## src/rtl/dtmr_pkg.sv

```systemverilog
package dtmr_pkg;
    localparam int NUM_TMR = 2;
    localparam int CTRL_W  = 2 * NUM_TMR;
    localparam int ADDR_W  = 8;

    localparam logic [ADDR_W-1:0] OFF_CTRL    = 8'h00;
    localparam logic [ADDR_W-1:0] OFF_BANK    = 8'h10;
    localparam int                BANK_STRIDE = 8;

    // Per-counter configuration; run is the lower bit of each pair.
    typedef struct packed {
        logic reload;
        logic run;
    } tmr_cfg_t;

    typedef tmr_cfg_t [NUM_TMR-1:0] cfg_bank_t;

    function automatic logic [ADDR_W-1:0] reload_off(input int idx);
        return OFF_BANK + ADDR_W'(idx * BANK_STRIDE);
    endfunction

    function automatic logic [ADDR_W-1:0] value_off(input int idx);
        return OFF_BANK + ADDR_W'(idx * BANK_STRIDE + 4);
    endfunction
endpackage

```

## src/rtl/dtmr_channel.sv

```systemverilog
module dtmr_channel
    import dtmr_pkg::*;
#(
    parameter int CNT_W = 32
) (
    input  logic             clk,
    input  logic             rst,
    input  logic             tick,
    input  tmr_cfg_t         cfg,
    input  logic             cfg_wr,
    input  logic             ld,
    input  logic [CNT_W-1:0] ld_val,
    input  logic [CNT_W-1:0] reload_val,
    output logic [CNT_W-1:0] cnt,
    output logic             expire
);
    logic [CNT_W-1:0] cnt_q;
    logic             stopped_q;
    logic             step;
    logic             at_zero;

    assign at_zero = (cnt_q == '0);
    assign step    = tick && cfg.run && !stopped_q && !ld;
    assign expire  = step && at_zero;

    always_ff @(posedge clk) begin
        if (rst) begin
            cnt_q     <= '0;
            stopped_q <= 1'b0;
        end else if (ld) begin
            cnt_q     <= ld_val;
            stopped_q <= 1'b0;
        end else begin
            if (step) begin
                if (!at_zero) begin
                    cnt_q <= cnt_q - CNT_W'(1);
                end else if (cfg.reload) begin
                    cnt_q <= reload_val;
                end else begin
                    stopped_q <= 1'b1;
                end
            end
            if (cfg_wr) begin
                stopped_q <= 1'b0;
            end
        end
    end

    assign cnt = cnt_q;
endmodule

```

## src/rtl/dtmr_regfile.sv

```systemverilog
module dtmr_regfile
    import dtmr_pkg::*;
#(
    parameter int CNT_W = 32
) (
    input  logic              clk,
    input  logic              rst,
    input  logic              bus_wr,
    input  logic [ADDR_W-1:0] bus_addr,
    input  logic [CNT_W-1:0]  bus_wdata,
    output logic [CNT_W-1:0]  bus_rdata,
    input  logic [CNT_W-1:0]  cnt_i   [NUM_TMR],
    output cfg_bank_t         cfg_o,
    output logic              cfg_wr_o,
    output logic [CNT_W-1:0]  rel_o   [NUM_TMR],
    output logic [NUM_TMR-1:0] ld_o
);
    cfg_bank_t cfg_q;

    assign cfg_wr_o = bus_wr && (bus_addr == OFF_CTRL);

    always_ff @(posedge clk) begin
        if (rst) begin
            cfg_q <= '0;
        end else if (cfg_wr_o) begin
            cfg_q <= cfg_bank_t'(bus_wdata[CTRL_W-1:0]);
        end
    end

    for (genvar gi = 0; gi < NUM_TMR; gi++) begin : g_bank
        logic [CNT_W-1:0] rel_q;

        always_ff @(posedge clk) begin
            if (rst) begin
                rel_q <= '0;
            end else if (bus_wr && (bus_addr == reload_off(gi))) begin
                rel_q <= bus_wdata;
            end
        end

        assign rel_o[gi] = rel_q;
        assign ld_o[gi]  = bus_wr && (bus_addr == value_off(gi));
    end

    always_comb begin
        bus_rdata = '0;
        if (bus_addr == OFF_CTRL) begin
            bus_rdata = CNT_W'(cfg_q);
        end
        for (int i = 0; i < NUM_TMR; i++) begin
            if (bus_addr == reload_off(i)) bus_rdata = rel_o[i];
            if (bus_addr == value_off(i))  bus_rdata = cnt_i[i];
        end
    end

    assign cfg_o = cfg_q;
endmodule

```

## src/rtl/dual_timer.sv

```systemverilog
module dual_timer
    import dtmr_pkg::*;
#(
    parameter int CNT_W = 32
) (
    input  logic              clk,
    input  logic              rst,
    input  logic              tick,
    input  logic              bus_wr,
    input  logic [ADDR_W-1:0] bus_addr,
    input  logic [CNT_W-1:0]  bus_wdata,
    output logic [CNT_W-1:0]  bus_rdata,
    output logic              irq_t1
);
    cfg_bank_t          cfg_w;
    logic               cfg_wr_w;
    logic [CNT_W-1:0]   rel_w [NUM_TMR];
    logic [CNT_W-1:0]   cnt_w [NUM_TMR];
    logic [NUM_TMR-1:0] ld_w;
    logic [NUM_TMR-1:0] exp_w;
    logic [CTRL_W-1:0]  cfg_bits_w;
    logic               irq_q;

    assign cfg_bits_w = cfg_w;

    dtmr_regfile #(.CNT_W(CNT_W)) regs_i (
        .clk      (clk),
        .rst      (rst),
        .bus_wr   (bus_wr),
        .bus_addr (bus_addr),
        .bus_wdata(bus_wdata),
        .bus_rdata(bus_rdata),
        .cnt_i    (cnt_w),
        .cfg_o    (cfg_w),
        .cfg_wr_o (cfg_wr_w),
        .rel_o    (rel_w),
        .ld_o     (ld_w)
    );

    for (genvar gi = 0; gi < NUM_TMR; gi++) begin : g_chan
        dtmr_channel #(.CNT_W(CNT_W)) chan_i (
            .clk       (clk),
            .rst       (rst),
            .tick      (tick),
            .cfg       (cfg_w[gi]),
            .cfg_wr    (cfg_wr_w),
            .ld        (ld_w[gi]),
            .ld_val    (bus_wdata),
            .reload_val(rel_w[gi]),
            .cnt       (cnt_w[gi]),
            .expire    (exp_w[gi])
        );
    end

    // Only the event counter (index 1) drives the interrupt.
    always_ff @(posedge clk) begin
        if (rst) irq_q <= 1'b0;
        else     irq_q <= exp_w[1];
    end

    assign irq_t1 = irq_q;
endmodule

```

## config.mk

```make
export PLATFORM = sky130hd
export DESIGN_NAME = dual_timer
export DESIGN_NICKNAME = d
export VERILOG_FILES = /design/src/rtl/dtmr_pkg.sv /design/src/rtl/dtmr_channel.sv /design/src/rtl/dtmr_regfile.sv /design/src/rtl/dual_timer.sv
export SDC_FILE = /design/constraint.sdc
export NUM_CORES = 1
export LEC_CHECK = 0
export BUFFER_PORTS_ARGS = -buffer_cell sky130_fd_sc_hd__buf_2
export CAP_MARGIN = 5
export CORE_ASPECT_RATIO = 1.75
export CORE_MARGIN = 5
export CORE_UTILIZATION = 54
export DETAILED_ROUTE_END_ITERATION = 8
export PLACE_DENSITY = 0.78
export SLEW_MARGIN = 20
export SYNTH_ARGS = -nofsm -noshare
export SYNTH_HDL_FRONTEND = slang
export SYNTH_SLANG_ARGS = --single-unit
```

## constraint.sdc

```tcl
create_clock -name clk -period 3.2 [get_ports clk]
set_clock_uncertainty 0.15 [all_clocks]
set_input_delay 0.32 -clock clk [delete_from_list [all_inputs] [get_ports clk]]
set_output_delay 0.32 -clock clk [all_outputs]
set_load 0.02 [all_outputs]
```

==> results of run 1 <==
-- where the power goes --
group | internal [uW] | total, uW | switching, uW | leakage, uW
clock | 1440 | 2230 | 782 | 0.000322
sequential | 1680 | 1690 | 3.55 | 0.00109
combinational | 121 | 350 | 229 | 0.00271
-- cell type report --
cell class,count,area (um^2)
repair buffers,126,831
well taps,186,233
flip-flops and latches,135,2700
clock buffers,20,467
clock inverters,12,198
fillers,1287,5580
inverters,10,37.5
multi-input cells,773,5260
-- critical path, stage by stage (launching register included) --
cell and delay [ns]:
dfxtp_1 0.36, nor3_1 0.45, nand4_1 0.34, buf_4 0.29
nor4_1 0.60, o21a_1 0.25, buf_12 0.22, a22o_1 0.17
a21o_1 0.08
-- cells by family (layout without fill, tap and decap cells) --
logic type / after synthesis / count (layout)
flops: 135 / 135
simple gates: 420 / 420
mux: 71 / 71
fa+ha+maj: 4 / 4
compound gates: 233 / 233
buf+inv: 97 / 168
xor+xnor: 45 / 45
-- worst max path at each step --
stage / to / from / slack (ns) / cells past startpoint
5_1_grt: g_chan[1].chan_i.cnt[20] / g_chan[1].chan_i.cnt[1] / 0.06 / 9
3_5_place_dp: g_chan[0].chan_i.cnt[19] / g_chan[0].chan_i.cnt[9] / 0.30 / 8
3_3_place_gp: g_chan[0].chan_i.cnt[8] / g_chan[0].chan_i.cnt[9] / 0.28 / 8
6_report: g_chan[0].chan_i.cnt[19] / g_chan[0].chan_i.cnt[9] / 0.21 / 8
4_1_cts: g_chan[1].chan_i.cnt[20] / g_chan[1].chan_i.cnt[1] / 0.30 / 9
2_1_floorplan: bus_rdata[0] / bus_addr[3] / 0.57 / 6
-- flip-flops by register name (all words and copies together) (netlist names) --
register	cells
g_chan.chan_i.cnt	64
g_chan.chan_i.stopped_q	2
irq_t1	1
regs_i.cfg_o	4
regs_i.g_bank.rel_q	64
-- metal layers --
layer,wire (um),GRT usage,vias to the layer above
met5,0,0,-
met4,1930,0.194,0
met3,2720,0.0617,162
met2,14300,0.523,619
met1,10700,0.379,4174
li1,-,-,3858
-- stage by stage --
step / util / setup slack (ns) / instance area [um^2] / hold WS [ns] / cells
finish: 0.635 / 0.205 / 9730 / 0.0248 / 1262
global route: 0.635 / 0.0617 / 9730 / 0.0461 / 1262
CTS: 0.635 / 0.298 / 9730 / 0.0162 / 1262
detailed placement: 0.592 / 0.302 / 9070 / 0.313 / 1230
global placement: 0.592 / 0.281 / 9060 / 0.305 / 1230
floorplan: - / 0.571 / 8380 / 0.279 / 1005
-- placed cells by master, fill, tap and decap left out, types with 22 or more instances in the layout --
cell       n
nor2_1    80
dfxtp_1  135
buf_2     76
nor3_1    29
nand2_1  123
mux2i_1   42
and2_1    31
a21oi_1   81
xor2_1    24
mux4_2    27
o21ai_0   34
nand3_1   36
buf_4     44
nand4_1   22
nor4_1    26
==> impl_metrics.json, run 1 <==
{
  "status": "complete, no violations",
  "netlist_instances": 1005,
  "hold_end": "regs_i.g_bank[1].rel_q[27]",
  "place.gp.congestion": 1.03,
  "r2r_start": "g_chan[0].chan_i.cnt[9]",
  "cts.sinks": 135,
  "start_util": 0.547,
  "cts_tree": "built",
  "die_x_um": 104,
  "yosys.area_share.simple": 0.259,
  "power_leakage_uw": 0.00412,
  "rsz0062_at_grt": "no",
  "setup_viol": 0,
  "dominantRegCellSynth": "dfxtp_1",
  "vias": 8813,
  "n_antenna_cell": 0,
  "synth_edf_count": 0,
  "startpoint_type": "flop",
  "grt_use_total": 0.317,
  "ff2ff_setup_slack_ns": 0.21,
  "io_buffers": 76,
  "detail_route.wl_per_cell_um": 23.5,
  "fin_nets": 1111,
  "max_freq_mhz": 334,
  "drive_gt1_frac": 0.199,
  "synth.distinct_cells": 76,
  "syn-cell-area_um2": 8380,
  "synth_fa_ha_area_frac": 0.00597,
  "yosys_warnings": 0,
  "detail-route-antenna-nets": 0,
  "dp_hpwl_um": 21200,
  "core_area_um2": 15300,
  "num_rows": 60,
  "hold_buffers": 0,
  "die_height_um": 175,
  "remaining_drc_errors": 0,
  "die_area_um2": 18200,
  "synth_xor_area_frac": 0.0470,
  "cts.clk_slew.worst_paths_ns": 0.06,
  "worst_pin_slew_ns": 0.989,
  "maxSlewHeadroom": 0.338,
  "syn_area_per_cell_um2": 8.34,
  "critPathMaxFanout": 32,
  "grt_max_degree": 45,
  "first_global_vias": 8459,
  "synth_top_area_share": 0.323,
  "synth.most_common_cell": "dfxtp_1",
  "firstDrtPassIters": 6,
  "yosysTopAreaCell": "dfxtp_1",
  "async_reset_ff_frac": 0,
  "numCtsBuffers": 17,
  "routed_wirelength_um": 29600,
  "clock_tree.root_cell": "clkbuf_16",
  "ctsHtreeMaxLevel": 4,
  "antenna_found_initial": 0,
  "arrival_ns": 3.21,
  "worst_r2r_path_depth": 8,
  "synth_compound_area_frac": 0.186,
  "drtIter0Drc": 1036,
  "grt_overflow_total": 0,
  "final_max_slew_viol_count": 0,
  "finalCriticalPeriod_ns": 2.99,
  "synthMuxAreaShare": 0.127,
  "ys_top_cells_by_count": "135 x dfxtp_1, 124 x nand2_1, 81 x a21oi_1, 81 x nor2_1, 59 x clkbuf_1",
  "grt_pass1_wl_um": 46500,
  "path_class": "reg2reg",
  "ir_drop_v": 0.000279,
  "synth_area_leaders": "dfxtp_1 32%, mux4_2 7.3%, nand2_1 5.6%",
  "cap_violations": 0,
  "cts_resized": 0,
  "rr_endpoint": "g_chan[0].chan_i.cnt[19]",
  "worstHoldStart": "bus_wdata[27]",
  "synth_fp_nets": 1053,
  "crit_path_end_kind": "flop",
  "area_delta_synth_final_pct": 16.1,
  "hold_violations": 0,
  "period_share": 0.936,
  "clk_latency_ns": 0.43,
  "synth_seq_cells": 135,
  "min_path_cells": 3,
  "post-cts-setup-buffers": 0,
  "powerDensity_nw_per_um2": 438,
  "hold_path.class": "in2reg",
  "pin_count": 77,
  "vias_per_cell": 6.98,
  "synth_top_family_by_area": "simple AND/OR/NAND/NOR gates",
  "cts.path.max_buffers": 2,
  "finalSetupTns_ns": 0,
  "power_uw": 4260,
  "worstPathRequired_ns": 3.42,
  "seq_area_frac_synth": 0.323
}
Note: power is estimated with default switching activity, not from simulation.
==> inputs of run 2 (changes only) <==
Settings changed: CORE_ASPECT_RATIO 1.75 to 0.9, CORE_UTILIZATION 54 to 60, PLACE_DENSITY 0.78 to 0.84.
==> impl_metrics.json, run 2 (same netlist as run 1, synthesis figures left out) <==
{
  "status": "complete, no violations",
  "io_buffers": 76,
  "vias_per_cell": 7.12,
  "grt_pass1_wl_um": 46500,
  "vias": 8899,
  "place_area_um2": 9030,
  "final_max_slew_viol_count": 0,
  "ctsHtreeMaxLevel": 4,
  "detail-route-antenna-nets": 0,
  "path_common_cell": "or4_4",
  "worstPathRequired_ns": 3.42,
  "period_share": 0.896,
  "arrival_ns": 3.09,
  "multiInputGateArea_um2": 5260,
  "startpoint_type": "flop",
  "cts_resized": 0,
  "max_freq_mhz": 349,
  "firstDrtPassIters": 7,
  "path_class": "reg2reg",
  "clk_latency_ns": 0.43,
  "setup_viol": 0,
  "ff_latch_area_um2": 2700,
  "core_area_um2": 13900,
  "hold_violations": 0,
  "dp.cells": 1216,
  "post-cts-setup-buffers": 0,
  "grt_use_total": 0.366,
  "first_global_vias": 8255,
  "die_x_um": 135,
  "cts.sinks": 135,
  "layout_commonest_cell": "dfxtp_1",
  "powerDensity_nw_per_um2": 402,
  "cp_slowest_cell": "or4_4",
  "fin_nets": 1111,
  "ir_drop_v": 0.000433,
  "finalCriticalPeriod_ns": 2.87,
  "cts.clk_slew.worst_paths_ns": 0.06,
  "cap_violations": 0,
  "routed_wirelength_um": 30300,
  "numCtsBuffers": 17,
  "start_util": 0.605,
  "hold_buffers": 0,
  "die_area_um2": 16400,
  "cts.path.max_buffers": 2,
  "critPathMaxFanout": 25,
  "drive_gt1_frac": 0.195,
  "path_cells": "or4_4 -> or4_4 -> nor3_2 -> buf_4 -> and3_1 -> a22oi_1 -> nand3_1",
  "dp_hpwl_um": 21400,
  "antenna_found_initial": 1,
  "grt_overflow_total": 0,
  "power_leakage_uw": 0.00405,
  "worst_pin_slew_ns": 0.837,
  "pin_count": 77,
  "crit_path_end_kind": "flop",
  "rsz0062_at_grt": "no",
  "num_rows": 41,
  "final_cell_area_um2": 9570,
  "place.gp.congestion": 1.03,
  "instances_no_fill": 1249,
  "clock_tree.root_cell": "clkbuf_16",
  "layout_common_cells": "135 x dfxtp_1, 123 x nand2_1, 81 x a21oi_1, 80 x nor2_1, 76 x buf_2",
  "die_height_um": 122,
  "detail_route.wl_per_cell_um": 24.2,
  "critPathMaxStageDelay_ns": 0.58,
  "area_delta_synth_final_pct": 14.3,
  "remaining_drc_errors": 0,
  "ff2ff_setup_slack_ns": 0.33,
  "drtIter0Drc": 1510,
  "grt_max_degree": 52,
  "cts_tree": "built",
  "finalSetupTns_ns": 0,
  "hold_path.class": "in2reg",
  "maxSlewHeadroom": 0.437,
  "fill_cells": 1092
}
## run 2: cell types whose count changed in the layout (fill, tap and decap cells not counted), moves of 2 or more
cell,previous run,this run
bufinv_16,5,0
clkbuf_1,0,3
clkinv_2,3,5
clkinv_4,2,0
## run 2: worst paths after layout
path                                                  from  depth (start not counted)                    endpoint
worst min register to register  regs_i.g_bank[1].rel_q[14]                          2  regs_i.g_bank[1].rel_q[14]
worst min-delay path                          bus_wdata[5]                          3   regs_i.g_bank[1].rel_q[5]
worst max-delay path              g_chan[0].chan_i.cnt[24]                          7    g_chan[0].chan_i.cnt[18]
worst max register to register    g_chan[0].chan_i.cnt[24]                          7    g_chan[0].chan_i.cnt[18]
## run 2: final cells by class
cell class              count  share of cell area
multi-input cells         773               0.549
flip-flops and latches    135               0.282
repair buffers            126              0.0855
clock buffers              24              0.0514
well taps                 172              0.0225
clock inverters             8             0.00497
inverters                  10             0.00392
diodes                      1            0.000261
## run 2: metal layers
layer | GRT usage | wire [um] | vias up
li1 | - | - | 3856
met1 | 0.479 | 11200 | 4151
met2 | 0.553 | 13300 | 751
met3 | 0.126 | 4530 | 141
met4 | 0.160 | 1320 | 0
met5 | 0 | 0 | -
## run 2: critical path: cells and delay by family, from the launching register on
family | cells | cell delay (ns)
buffers and inverters | 1 | 0.34
AO/OA/AOI/OAI | 1 | 0.16
AND/OR/NAND/NOR | 5 | 1.76
flip-flops | 1 | 0.40
## run 2: per-stage QoR
step	worst slack (ns)	utilization	hold slack [ns]	total power, uW
2_1_floorplan	0.571	-	0.279	1930
3_3_place_gp	0.416	0.652	0.307	2060
3_5_place_dp	0.355	0.652	0.315	2070
4_1_cts	0.411	0.691	0.0147	3840
5_1_grt	0.272	0.691	0.0308	3940
6_report	0.332	0.691	0.0217	3850
## run 2: where the power goes
group          switching, uW  internal [uW]
clock network            741           1060
logic                    238            122
registers               3.89           1680
total                    983           2870
==> inputs of run 3 (changes only) <==
Settings changed: ABC_AREA set to 1, CORE_UTILIZATION 60 to 61, PLACE_DENSITY 0.84 to 0.85.
==> impl_metrics.json, run 3 <==
{
  "synth_edf_count": 0,
  "cap_violations": 0,
  "grt_overflow_total": 0,
  "dominantRegCellSynth": "dfxtp_1",
  "worstPathRequired_ns": 2.73,
  "synth_seq_cells": 135,
  "maxSlewHeadroom": 0.377,
  "hold_buffers": 0,
  "worst_pin_slew_ns": 0.935,
  "ys_top_cells_by_count": "365 x nand2_1, 260 x nor2_1, 164 x inv_1",
  "synth_top_area_share": 0.299,
  "grt_use_total": 0.357,
  "power_leakage_uw": 0.00492,
  "detail_route.wl_per_cell_um": 18.1,
  "power_uw": 3790,
  "synth_area_leaders": "dfxtp_1 30%, nand2_1 15%, nor2_1 11%",
  "area_delta_synth_final_pct": 10.5,
  "hold_violations": 0,
  "post-cts-setup-buffers": 0,
  "first_global_vias": 9379,
  "switchingPower_uw": 982,
  "netlist_instances": 1520,
  "numCtsBuffers": 17,
  "synth_fp_nets": 1568,
  "finalSetupTns_ns": 0,
  "layout_common_cells": "364 x nand2_1, 260 x nor2_1, 163 x inv_1, 143 x a21oi_1, 135 x dfxtp_1",
  "synth.distinct_cells": 42,
  "crit_path_end_kind": "output port",
  "start_util": 0.619,
  "critPathMaxStageDelay_ns": 0.50,
  "worst-path-buf-inv": 3,
  "synth.most_common_cell": "nand2_1",
  "cp_slowest_cell": "inv_1",
  "vias_per_cell": 5.94,
  "startpoint_type": "input port",
  "ir_drop_v": 0.000411,
  "antenna_found_initial": 0,
  "finalCriticalPeriod_ns": 2.72,
  "critPathMaxFanout": 30,
  "worst_r2r_path_depth": 11,
  "clk_latency_ns": 0.44,
  "core_area_um2": 14600,
  "firstDrtPassIters": 7,
  "die_height_um": 126,
  "cts.clk_slew.worst_paths_ns": 0.07,
  "yosysTopAreaCell": "dfxtp_1",
  "instances_no_fill": 1772,
  "clock_tree.root_cell": "clkbuf_16",
  "arrival_ns": 2.25,
  "path_class": "in2out",
  "seq_area_frac_synth": 0.299,
  "io_buffers": 76,
  "final_max_slew_viol_count": 0,
  "die_area_um2": 17400,
  "cts_tree": "built",
  "yosys_warnings": 0,
  "dp_hpwl_um": 23500,
  "path_common_cell": "buf_2",
  "detail-route-antenna-nets": 0,
  "layout_commonest_cell": "nand2_1",
  "status": "complete, no violations",
  "die_x_um": 138,
  "drtIter0Drc": 1460,
  "fin_hold_ws_ns": 0.0508,
  "p_sw_frac": 0.259,
  "power_frac_seq": 0.445,
  "crit_family": "buffers and inverters",
  "cts.path.max_buffers": 2,
  "routed_wirelength_um": 32100,
  "num_rows": 42,
  "powerDensity_nw_per_um2": 379,
  "pwr-share-clk": 0.500,
  "syn_area_per_cell_um2": 5.95,
  "grt_max_degree": 62,
  "crit_cells": 7,
  "rsz0062_at_grt": "no",
  "max_freq_mhz": 367,
  "p_int_uw": 2810,
  "async_reset_ff_frac": 0,
  "min_path_cells": 3,
  "pin_count": 77,
  "vias": 10500,
  "remaining_drc_errors": 0,
  "place.gp.congestion": 1.01,
  "ctsHtreeMaxLevel": 4,
  "setup_viol": 0,
  "n_antenna_cell": 0,
  "cts_resized": 0,
  "period_share": 0.851,
  "dp.cells": 1741,
  "hold_path.class": "in2reg",
  "syn-cell-area_um2": 9040,
  "path_cells": "buf_2 -> nor2_1 -> nand2_1 -> nor3_2 -> inv_1 -> o21ai_0 -> buf_2",
  "grt_pass1_wl_um": 50200,
  "drive_gt1_frac": 0.100,
  "pwr-share-comb": 0.055,
  "fin_nets": 1610,
  "cts.sinks": 135
}
-- run 3: cell types whose count changed after synthesis, moves of 21 or more --
cell      change
a21oi_1      +62
a221o_1      -21
and2_1       -31
clkbuf_1     -29
inv_1       +154
mux2i_1      -42
mux4_2       -27
nand2_1     +241
nand3_1      +88
nor2_1      +179
nor3_1       -25
nor4_1       -26
o21ai_0      +92
-- run 3: kinds of logic (layout without fill, tap and decap cells) --
kind of cell | Yosys count | after routing | synth area share
flops | 135 | 135 | 0.299
compound gates | 326 | 326 | 0.195
simple gates | 793 | 793 | 0.366
fa+ha+maj | 4 | 4 | 0.00554
xor+xnor | 23 | 23 | 0.0223
buf+inv | 239 | 293 | 0.112
-- run 3: final cells by class --
type                    instances  area (um^2)
clock buffers                  17          425
multi-input cells            1146         5330
fillers                      1394         4610
well taps                     198          248
flip-flops and latches        135         2700
clock inverters                14          128
repair buffers                 90          510
inverters                     172          648
-- run 3: layer usage --
layer  part of all wire  vias to the layer above  GRT usage
met1               0.40                     4721      0.471
li1                   -                     4996          -
met5                  0                        -          0
met2               0.44                      694      0.565
met3               0.12                      108     0.0809
met4              0.042                        0      0.153
-- run 3: worst paths after layout --
check | start | to | slack (ns)
setup / recovery | bus_addr[1] | bus_rdata[20] | 0.48
hold / removal | bus_wdata[6] | regs_i.g_bank[0].rel_q[6] | 0.05
setup reg to reg | g_chan[1].chan_i.cnt[0] | g_chan[1].chan_i.cnt[12] | 0.59
hold reg to reg | regs_i.cfg_o[2] | regs_i.cfg_o[2] | 0.32
-- run 3: through the flow --
stage               cell area, um^2  setup slack [ns]  utilization
floorplan                      9040              1.10            -
global placement               9440             0.538        0.646
detailed placement             9440             0.559        0.646
CTS                            9990             0.562        0.684
global route                   9990             0.400        0.684
finish                         9990             0.477        0.684
-- run 3: power groups by stage --
stage	clock [uW]	combinational (uW)	sequential (uW)
floorplan	0	113	1720
global placement	0	200	1720
detailed placement	0	202	1720
CTS	1880	203	1690
global route	1960	225	1690
finish	1890	210	1690
-- run 3: worst register-to-register path: stages, from the launching register on --
cell and delay [ns]:
dfxtp_1 0.33, inv_1 0.13, ha_1 0.28, nor3b_1 0.20
nand2_1 0.08, nor2_1 0.33, buf_4 0.31, nand2_1 0.30
nand2_1 0.16, o211ai_1 0.09, nor2_1 0.10, nor2_1 0.04
